===== config.mk =====
export PLATFORM = sky130hd
export DESIGN_NAME = tx_dac_router
export DESIGN_NICKNAME = d
export VERILOG_FILES = /design/src/rtl/tx_route_pkg.sv /design/src/rtl/tx_route_cfg.sv /design/src/rtl/tx_route_lane.sv /design/src/rtl/tx_dac_router.sv
export SDC_FILE = /design/constraint.sdc
export NUM_CORES = 1
export LEC_CHECK = 0
export ABC_CLOCK_PERIOD_IN_PS = 2080
export BUFFER_PORTS_ARGS = -buffer_cell sky130_fd_sc_hd__clkbuf_2
export CAP_MARGIN = 20
export CORE_MARGIN = 1
export CORE_UTILIZATION = 54
export CTS_CLUSTER_DIAMETER = 120
export DETAILED_ROUTE_END_ITERATION = 7
export HOLD_SLACK_MARGIN = 0.08
export PLACE_DENSITY_LB_ADDON = 0.3
export SYNTH_ARGS = -nofsm -noshare
export SYNTH_HDL_FRONTEND = slang
export SYNTH_SLANG_ARGS = --single-unit

===== constraint.sdc =====
create_clock -name clk -period 2.08 [get_ports clk]
set_input_delay 0.208 -clock clk [delete_from_list [all_inputs] [get_ports clk]]
set_output_delay 0.208 -clock clk [all_outputs]
set_load 0.03 [all_outputs]

===== src/rtl/tx_route_pkg.sv =====
package tx_route_pkg;
   localparam int FIELD_W  = 4;
   localparam int CODE_W   = 3;
   localparam int EN_BIT   = 3;

   typedef struct packed {
      logic              en;
      logic [CODE_W-1:0] code;
   } route_field_t;
endpackage


===== src/rtl/tx_route_cfg.sv =====
module tx_route_cfg #(
   parameter int CFG_W   = 32,
   parameter int ROUTE_W = 16
) (
   input  logic             clk,
   input  logic             rst_n,
   input  logic             we,
   input  logic [CFG_W-1:0] wdata,
   output logic [CFG_W-1:0] rdata,
   output logic [ROUTE_W-1:0] route
);
   localparam logic [CFG_W-1:0] KEEP_MASK = CFG_W'((64'd1 << ROUTE_W) - 64'd1);

   if (ROUTE_W > CFG_W) begin : g_bad_width
      $error("routing field wider than the register");
   end

   logic [ROUTE_W-1:0] route_q;

   always_ff @(posedge clk or negedge rst_n) begin
      if (!rst_n)  route_q <= '0;
      else if (we) route_q <= wdata[ROUTE_W-1:0];
   end

   assign route = route_q;
   assign rdata = CFG_W'(route_q);


   cfg_load_chk: assert property (@(posedge clk) disable iff (!rst_n)
      we |=> rdata == ($past(wdata) & KEEP_MASK));


   cfg_hold_chk: assert property (@(posedge clk) disable iff (!rst_n)
      !we |=> $stable(rdata));


   cfg_upper_zero_chk: assert property (@(posedge clk) disable iff (!rst_n)
      (rdata & ~KEEP_MASK) == '0);
endmodule


===== src/rtl/tx_route_lane.sv =====
module tx_route_lane
   import tx_route_pkg::*;
#(
   parameter int SAMPLE_W = 16,
   parameter int NUM_SRC  = 4
) (
   input  logic                        clk,
   input  logic                        rst_n,
   input  logic                        stb,
   input  route_field_t                field,
   input  logic [NUM_SRC*SAMPLE_W-1:0] srcs,
   output logic [SAMPLE_W-1:0]         data,
   output logic                        en,
   output logic                        err
);
   if (NUM_SRC > (1 << CODE_W)) begin : g_bad_src
      $error("more sources than the source code can name");
   end

   logic [SAMPLE_W-1:0] pick;
   logic                code_ok;

   always_comb begin
      pick    = '0;
      code_ok = 1'b0;
      for (int s = 0; s < NUM_SRC; s++) begin
         if (field.code == CODE_W'(s)) begin
            pick    = srcs[s*SAMPLE_W +: SAMPLE_W];
            code_ok = 1'b1;
         end
      end
   end

   always_ff @(posedge clk or negedge rst_n) begin
      if (!rst_n) begin
         data <= '0;
         en   <= 1'b0;
         err  <= 1'b0;
      end else if (stb) begin
         en   <= field.en;
         err  <= field.en && !code_ok;
         data <= (field.en && code_ok) ? pick : '0;
      end
   end


   lane_off_zero_chk: assert property (@(posedge clk) disable iff (!rst_n)
      (stb && !field.en) |=> (data == '0) && !en && !err);


   lane_reserved_chk: assert property (@(posedge clk) disable iff (!rst_n)
      (stb && field.en && (int'(field.code) >= NUM_SRC)) |=> err && en && (data == '0));


   lane_hold_chk: assert property (@(posedge clk) disable iff (!rst_n)
      !stb |=> $stable(data) && $stable(en) && $stable(err));
endmodule


===== src/rtl/tx_dac_router.sv =====
module tx_dac_router
   import tx_route_pkg::*;
#(
   parameter int SAMPLE_W = 16,
   parameter int NUM_CHAN = 2,
   parameter int NUM_DAC  = 4,
   parameter int CFG_W    = 32
) (
   input  logic                         clk,
   input  logic                         rst_n,
   input  logic                         cfg_we,
   input  logic [CFG_W-1:0]             cfg_wdata,
   output logic [CFG_W-1:0]             cfg_rdata,
   input  logic                         smp_stb,
   input  logic [NUM_CHAN*SAMPLE_W-1:0] ch_i,
   input  logic [NUM_CHAN*SAMPLE_W-1:0] ch_q,
   output logic [NUM_DAC*SAMPLE_W-1:0]  dac_data,
   output logic [NUM_DAC-1:0]           dac_en,
   output logic                         route_err
);
   localparam int NUM_SRC = 2 * NUM_CHAN;
   localparam int ROUTE_W = NUM_DAC * FIELD_W;

   if (SAMPLE_W < 1) begin : g_bad_sample
      $error("sample width must be positive");
   end

   logic [ROUTE_W-1:0]          route;
   logic [NUM_SRC*SAMPLE_W-1:0] srcs;
   logic [NUM_DAC-1:0]          lane_err;

   tx_route_cfg #(.CFG_W(CFG_W), .ROUTE_W(ROUTE_W)) u_cfg (
      .clk   (clk),
      .rst_n (rst_n),
      .we    (cfg_we),
      .wdata (cfg_wdata),
      .rdata (cfg_rdata),
      .route (route)
   );

   for (genvar c = 0; c < NUM_CHAN; c++) begin : g_src
      assign srcs[(2*c)*SAMPLE_W   +: SAMPLE_W] = ch_i[c*SAMPLE_W +: SAMPLE_W];
      assign srcs[(2*c+1)*SAMPLE_W +: SAMPLE_W] = ch_q[c*SAMPLE_W +: SAMPLE_W];
   end

   for (genvar d = 0; d < NUM_DAC; d++) begin : g_lane
      route_field_t fld;
      assign fld = route[d*FIELD_W +: FIELD_W];

      tx_route_lane #(.SAMPLE_W(SAMPLE_W), .NUM_SRC(NUM_SRC)) u_lane (
         .clk   (clk),
         .rst_n (rst_n),
         .stb   (smp_stb),
         .field (fld),
         .srcs  (srcs),
         .data  (dac_data[d*SAMPLE_W +: SAMPLE_W]),
         .en    (dac_en[d]),
         .err   (lane_err[d])
      );
   end

   assign route_err = |lane_err;


   err_needs_enable_chk: assert property (@(posedge clk) disable iff (!rst_n)
      route_err |-> (dac_en != '0));
endmodule


# [Word-level counts from Yosys, hierarchy flattened]
# Index checks and enable logic that the tools add are counted.
# Widths: inputs -> output; s select.
[classes] eq_ne=12 muxes=36 n_reduce_logical=17
[op_table] cell="$mux 16" n=20
[op_table] cell="$eq 3x2->1 const B" n=8
[op_table] cell="$mux 1" n=16
[op_table] cell="$eq 3x1->1 const B" n=4
[op_table] cell="$logic_not 3->1" n=4
[op_table] cell="$logic_and 1x1->1" n=8
[op_table] cell="$logic_not 1->1" n=4
[op_table] cell="$reduce_or 4->1" n=1
[totals] word_cells=78 output_inout_bits=101 regBits=88

# [Logic depth before layout (Yosys ltp)]
# Gate-level depths: netlist of the first run.
[depth] depth_word=7 mapped_depth=6 ltp_nobuf=3

# [By module]
# Synthesis of the first run repeated with hierarchy kept, for this count alone.
[hier_totals] cells_unflattened=320 area_unflattened_um2=5154.9
[by_module_without_submodules] mod="tx_route_lane" n_inst=4 area_per_inst_um2=1063.5 cells_each=63
[by_module_without_submodules] mod="tx_route_cfg" n_inst=1 area_per_inst_um2=893.4 cells_each=67
[by_module_without_submodules] mod="tx_dac_router" n_inst=1 area_per_inst_um2=7.5 cells_each=1

# [Worst setup path after synthesis of the first run]
# Ideal clock, no wire load.
[synth_timing] path_type="register -> register" from="register u_cfg.route_q[12], in the netlist u_cfg.route[12]" to="register g_lane[3].u_lane.data[10]" t_required_ns=1.939 slack_ns=0.496 arrival_ns=1.443 path_stages_with_launch=6 n_path_buf=2 setup_time_ns=0.141 cell_sequence="dfrtp_1 -> buf_6 -> buf_12 -> mux4_2 -> inv_1 -> o22ai_1"
[synth_between] elab_chain_cells=7 elab_cells_between_ends=14
[synth_lines] element="start: declaration" line="tx_route_cfg.sv:18" source="logic [ROUTE_W-1:0] route_q;"
[synth_lines] element="start signal: assignment" line="tx_route_cfg.sv:22" source="else if (we) route_q <= wdata[ROUTE_W-1:0];"
[synth_lines] element="$logic_not 3->1" line="tx_route_lane.sv:27" source="if (field.code == CODE_W'(s)) begin"
[synth_lines] element="$mux 1 (4 in a row)" line="tx_route_lane.sv:27"
[synth_lines] element="$logic_and 1x1->1" line="tx_route_lane.sv:42" source="data <= (field.en && code_ok) ? pick : '0;"
[synth_lines] element="$mux 16 (*)" line="tx_route_lane.sv:42"
[synth_lines] element="end signal: assignment" line="tx_route_lane.sv:42"
[synth_lines] element="end: declaration" line="tx_route_lane.sv:12" source="output logic [SAMPLE_W-1:0] data,"
# Every way passes the cells marked *; elsewhere a longest branch is shown, timed or not.
# A chain may end at the register's enable or synchronous reset.

# [Final worst setup path of the first run]
[layout_timing] from="register u_cfg.route_q[4], in the netlist u_cfg.route[4]" to="register g_lane[1].u_lane.data[3]"
[layout_between] elab_chain_cells=7 elab_cells_between_ends=14
[layout_lines] element="$logic_not 3->1" line="tx_route_lane.sv:27"
[layout_lines] element="$mux 1 (4 in a row)" line="tx_route_lane.sv:27"
[layout_lines] element="$logic_and 1x1->1" line="tx_route_lane.sv:42"
[layout_lines] element="$mux 16 (*)" line="tx_route_lane.sv:42"
[layout_lines] element="end signal: assignment" line="tx_route_lane.sv:42"
[layout_lines] element="end: declaration" line="tx_route_lane.sv:12"
# Marks and branches as above.

==> results.toml, run 1 <==
[outcome]
status = "complete, no violations"

[worst_setup_path]
path_buf_inv = 0
crit_start = "u_cfg.route[4]"
critPathSlowestCell = "or3b_1"
worstSetupEndpointType = "flop"
crit_chain = "or3b_1 > o221ai_2 > o22ai_1"
critical-path-top-delay-family = "simple AND/OR/NAND/NOR gates"
critPathArrivalTime_ns = 1.99
crit_fanout = 10
crit_cells = 3
reg2reg_depth = 3
worstPathRequired_ns = 2.32
worst_path_largest_cell_delay_ns = 0.73
crit_type = "reg2reg"
crit_path_start_kind = "flop"
rrSetupSlack_ns = 0.33
r2r_start = "u_cfg.route[4]"

[synth]
syn-cell-area_um2 = 5250
avgSynthCellArea_um2 = 10.5
ys_ff_latch = 88
yosysWarnings = 0
syn_inst = 502
seq_area_frac_synth_pct = 42.0
ys_types = 29

[detailed_routing]
drt_iter0_drc = 354
dr.pass1.iters = 5
drt-vias-per-instance = 6.08
avgRoutedWirePerCell_um = 19.8
ant_nets = 0
drc = 0
vias = 4844
wirelength_um = 15800

[final_layout]
mostFrequentLayoutCell = "clkbuf_2"
stdcell_count = 797
area_delta_synth_final_pct = 21.6
n_antenna_cell = 0
post-route-util_pct = 68.4
mostFrequentLayoutCells = "167 x clkbuf_2, 88 x dfrtp_1, 84 x inv_1, 61 x o22ai_1, 45 x a211oi_1"
final_nets = 763
drive_above_1_share_pct = 37.6

[place]
gp_congestion = 0.870
port_buffers = 168
dp_cells = 769
dp_hpwl_um = 10800

[grt]
antenna_found_initial = 0
grt_usage_pct = 32.1
grt_max_degree = 89
grt_pass1_wl_um = 24500
overflow = 0
grt_pass1_vias = 4629

[clocking]
cts_resized = 0
cts_buffers = 9
cts_setup_buffers = 0
cts_max_path_buffers = 2
clock-sinks = 88
h-tree-depth = 3
cts_tree = "built"
insertion_delay_ns = 0.36
cts_root_buffer = "clkbuf_8"
cts.clk_slew.worst_paths_ns = 0.08

[power]
ir_drop_v = 0.000480
p_per_area_nw_per_um2 = 777
finalPower_mw = 4.96
p_leak_nw = 2.95

[timing]
finalCritPeriodShare_pct = 84.3
whs_ns = 0.0910
setup_viol = 0
maxSlewHeadroom_pct = 49.1
finalSetupTns_ns = 0
rsz0062_at_grt = "false"
slew_viol_final = 0
skew_ns = 0.0106
max_slew.worst_pin.slew_ns = 0.763
period_needed_ns = 1.75
final_hold_viol_count = 0
max_freq_mhz = 570

[floorplanning]
start_util_pct = 56.3
rows = 35
die_width_um = 101
die_y_um = 101
dieArea_um2 = 10100
ios = 201
fp.coreArea_um2 = 9330

[worst_hold_path]
hp-class = "in2reg"
hold_depth = 2
hp-start = "cfg_wdata[14]"

[run]
maxCapViolCount = 0
[logic make-up after synthesis]
group / synth area share, %
AO/OA/AOI/OAI: 23.1
buffers and inverters: 13.9
flip-flops: 42.0
AND/OR/NAND/NOR: 8.51
multiplexers: 12.5
other: 0.0714
[metal layers]
metal | routed length (um) | up-vias | track usage, %
met5 | 0 | - | 0
met4 | 341 | 0 | 10.6
met1 | 6420 | 2377 | 43.1
met2 | 7650 | 291 | 52.1
met3 | 1390 | 35 | 7.14
li1 | - | 2141 | -
[flip-flops by register name, summed over array words and instances, names as in the netlist]
register	flops
u_cfg.route	16
g_lane.u_lane.data	64
g_lane.u_lane.en	4
g_lane.u_lane.err	4
[cell type report]
type / count / area, um2
Clock inverter: 2 / 35.0
Timing Repair Buffer: 198 / 1110
Multi-Input combinational cell: 282 / 2370
Fill cell: 767 / 2950
Sequential cell: 88 / 2200
Inverter: 84 / 315
Clock buffer: 14 / 183
Tap cell: 129 / 161
[per-stage QoR]
step / worst slack, ns / instance area (um2)
final: 0.327 / 6380
after global routing: 0.200 / 6380
after CTS: 0.360 / 6380
after detailed placement: 0.369 / 6040
after global placement: 0.385 / 6040
after floorplan: 0.496 / 5310
[synthesized netlist by cell type, drive strengths merged]
cell type / count / area share, %
dfrtp: 88 / 42
inv: 84 / 6.0
o22ai: 61 / 7.3
buf: 50 / 6.9
a211oi: 45 / 6.4
o221ai: 45 / 8.7
nor2b: 38 / 4.5
mux2: 20 / 4.3
mux4: 19 / 8.2
clkbuf: 13 / 0.98
and2b: 7 / 1.0
o21ai: 7 / 0.67
nand2: 6 / 0.48
nand3: 4 / 0.38
nand3b: 4 / 0.64
and3b: 3 / 0.50
nand2b: 3 / 0.36
or3b: 3 / 0.50
conb: 1 / 0.071
nand4: 1 / 0.12
[what timing repair did]
action,CTS,global route
endpoints found under the hold margin,99,0
endpoints found under the setup margin,0,0
hold buffers,12,0
[where the power goes]
part / internal [mW] / leakage, nW / switching [mW]
registers: 1.89 / 1.15 / 0.133
clock network: 0.687 / 0.113 / 0.616
logic: 0.556 / 1.69 / 1.07
total: 3.14 / 2.95 / 1.82
[worst paths after layout]
check | endpoint
worst max-delay path | g_lane[1].u_lane.data[3]
worst min-delay path | u_cfg.route[14]
worst max register to register | g_lane[1].u_lane.data[3]
worst min register to register | g_lane[1].u_lane.en
max in group asynchronous | g_lane[3].u_lane.data[13]
min in group asynchronous | g_lane[3].u_lane.data[1]
Note: power is estimated with default switching activity, not from simulation.
==> run 2, diff against run 1 <==
ABC_CLOCK_PERIOD_IN_PS = 1600   (was 2080)
CORE_UTILIZATION = 45   (was 54)
clock period = 1.6 ns   (was 2.08 ns; I/O delays follow)
==> run 2 against run 1 <==
Net effect:
- final cell count grew 3.8%
- maximum frequency grew 17%
- via count grew 0.10%
- flip-flop and latch count is the same
- critical path depth grew 1
- final area grew 4.9%
- register-to-register slack lost 0.23 ns
- highest routed layer unchanged
- die area grew 20%
- critical path type unchanged
==> results.toml, run 2 (synthesis results as in run 1) <==
[timing]
finalSetupTns_ns = 0
finalWorstSetupSlack_ns = 0.0968
max_freq_mhz = 665
slew_viol_final = 0
max_slew.worst_pin.slew_ns = 0.553
setup_viol = 0
maxSlewHeadroom_pct = 63.2
rsz0062_at_grt = "false"
final_hold_viol_count = 0
skew_ns = 0.00616
period_needed_ns = 1.50
whs_ns = 0.147
finalCritPeriodShare_pct = 93.9

[grt]
grt_pass1_wl_um = 25200
antenna_found_initial = 0
grt_max_degree = 41
grt_usage_pct = 28.3
overflow = 0
grt_pass1_vias = 4678

[worst_hold_path]
hp-class = "in2reg"

[floorplanning]
die_y_um = 110
rows = 39
die_width_um = 110
dieArea_um2 = 12100
ios = 201
fp.coreArea_um2 = 11400
start_util_pct = 46.2

[place]
port_buffers = 168
dp_hpwl_um = 11600
gp_congestion = 0.808
pre_cts_ws_ns = 0.0752
dp_cells = 793

[clocking]
cts_buffers = 9
insertion_delay_ns = 0.34
h-tree-depth = 3
cts_root_buffer = "clkbuf_16"
cts_tree = "built"
clock-sinks = 88
cts.clk_slew.worst_paths_ns = 0.07
cts_max_path_buffers = 2

[final_layout]
nFillCells = 973
stdcell_count = 827
mostFrequentLayoutCell = "clkbuf_2"
drive_above_1_share_pct = 38.9
post-route-util_pct = 58.9
multiInputGateArea_um2 = 2380
seqCellArea_um2 = 2200
mostFrequentLayoutCells = "167 x clkbuf_2, 87 x dfrtp_1, 84 x inv_1, 61 x o22ai_1, 45 x a211oi_1"
top_register = "g_lane.u_lane.data"
final_nets = 779
largest_reg_flops = 64
n_antenna_cell = 0
area_delta_synth_final_pct = 27.5

[detailed_routing]
drt-vias-per-instance = 5.86
wirelength_um = 16600
ant_nets = 0
avgRoutedWirePerCell_um = 20.1
vias = 4849
drc = 0
dr.pass1.iters = 6
drt_iter0_drc = 401

[outcome]
status = "complete, no violations"

[power]
ir_drop_v = 0.000717
p_per_area_nw_per_um2 = 1070
p_leak_nw = 3.08

[worst_setup_path]
crit_path_start_kind = "flop"
worstPathRequired_ns = 1.82
crit_fanout = 13
critPathArrivalTime_ns = 1.72
crit_type = "reg2reg"
worstSetupEndpointType = "flop"

[run]
maxCapViolCount = 0
[run 2: cell types whose count changed in the layout (fill, tap and decap cells not counted), moves of 3 or more]
| cell | change |
|---|---|
| dlygate4sd3_1 | +5 |
| buf_12 | +4 |
| clkbuf_8 | -13 |
| buf_4 | +7 |
| clkinv_4 | +3 |
| clkbuf_16 | +9 |
[run 2: critical path: stages (launching register included)]
cell      delay (ns)
dfrtp_1         0.45
buf_4           0.22
nand2b_1        0.31
o221ai_1        0.27
o22ai_1         0.11
[run 2: power by group]
group | internal, mW | total (mW) | switching (mW)
registers | 2.47 | 2.65 | 0.179
clock network | 1.37 | 2.29 | 0.920
logic | 0.788 | 2.20 | 1.41
[run 2: through the flow]
| stage | cell area (um2) | power, mW |
|---|---|---|
| after floorplan | 5310 | 4.10 |
| after global placement | 6190 | 4.79 |
| after detailed placement | 6190 | 4.83 |
| after CTS | 6680 | 7.14 |
| after global routing | 6690 | 7.44 |
| final | 6690 | 7.14 |
[run 2: repair_timing]
item / in CTS / in global routing
endpoints found under the setup margin: 0 / 12
resized for setup: 0 / 3
hold buffers: 17 / 0
endpoints found under the hold margin: 75 / 0
setup buffers: 0 / 1
[run 2: routing by layer]
layer,vias up,GRT usage [%],wire [um]
li1,2182,-,-
met1,2362,37.6,6950
met2,265,44.5,7850
met3,40,6.00,1290
met4,0,13.1,500
met5,-,0,0
[run 2: path summary, 6_finish.rpt]
kind	slack, ns	cells after the start	startpoint	end
max in group asynchronous	0.63	3	rst_n	g_lane[2].u_lane.data[8]
min reg2reg	0.51	1	g_lane[3].u_lane.en	g_lane[3].u_lane.en
max reg2reg	0.1	4	u_cfg.route[8]	g_lane[2].u_lane.data[1]
min in group asynchronous	0.27	2	rst_n	g_lane[3].u_lane.data[10]
max	0.1	4	u_cfg.route[8]	g_lane[2].u_lane.data[1]
min	0.15	3	ch_q[3]	g_lane[1].u_lane.data[3]
[run 2: area by class of cell]
| class | count | area share, % |
|---|---|---|
| Timing Repair Buffer | 214 | 19.3 |
| Tap cell | 143 | 2.67 |
| Inverter | 84 | 4.71 |
| Clock buffer | 9 | 3.37 |
| Multi-Input combinational cell | 282 | 35.6 |
| Sequential cell | 88 | 32.9 |
| Clock inverter | 7 | 1.44 |
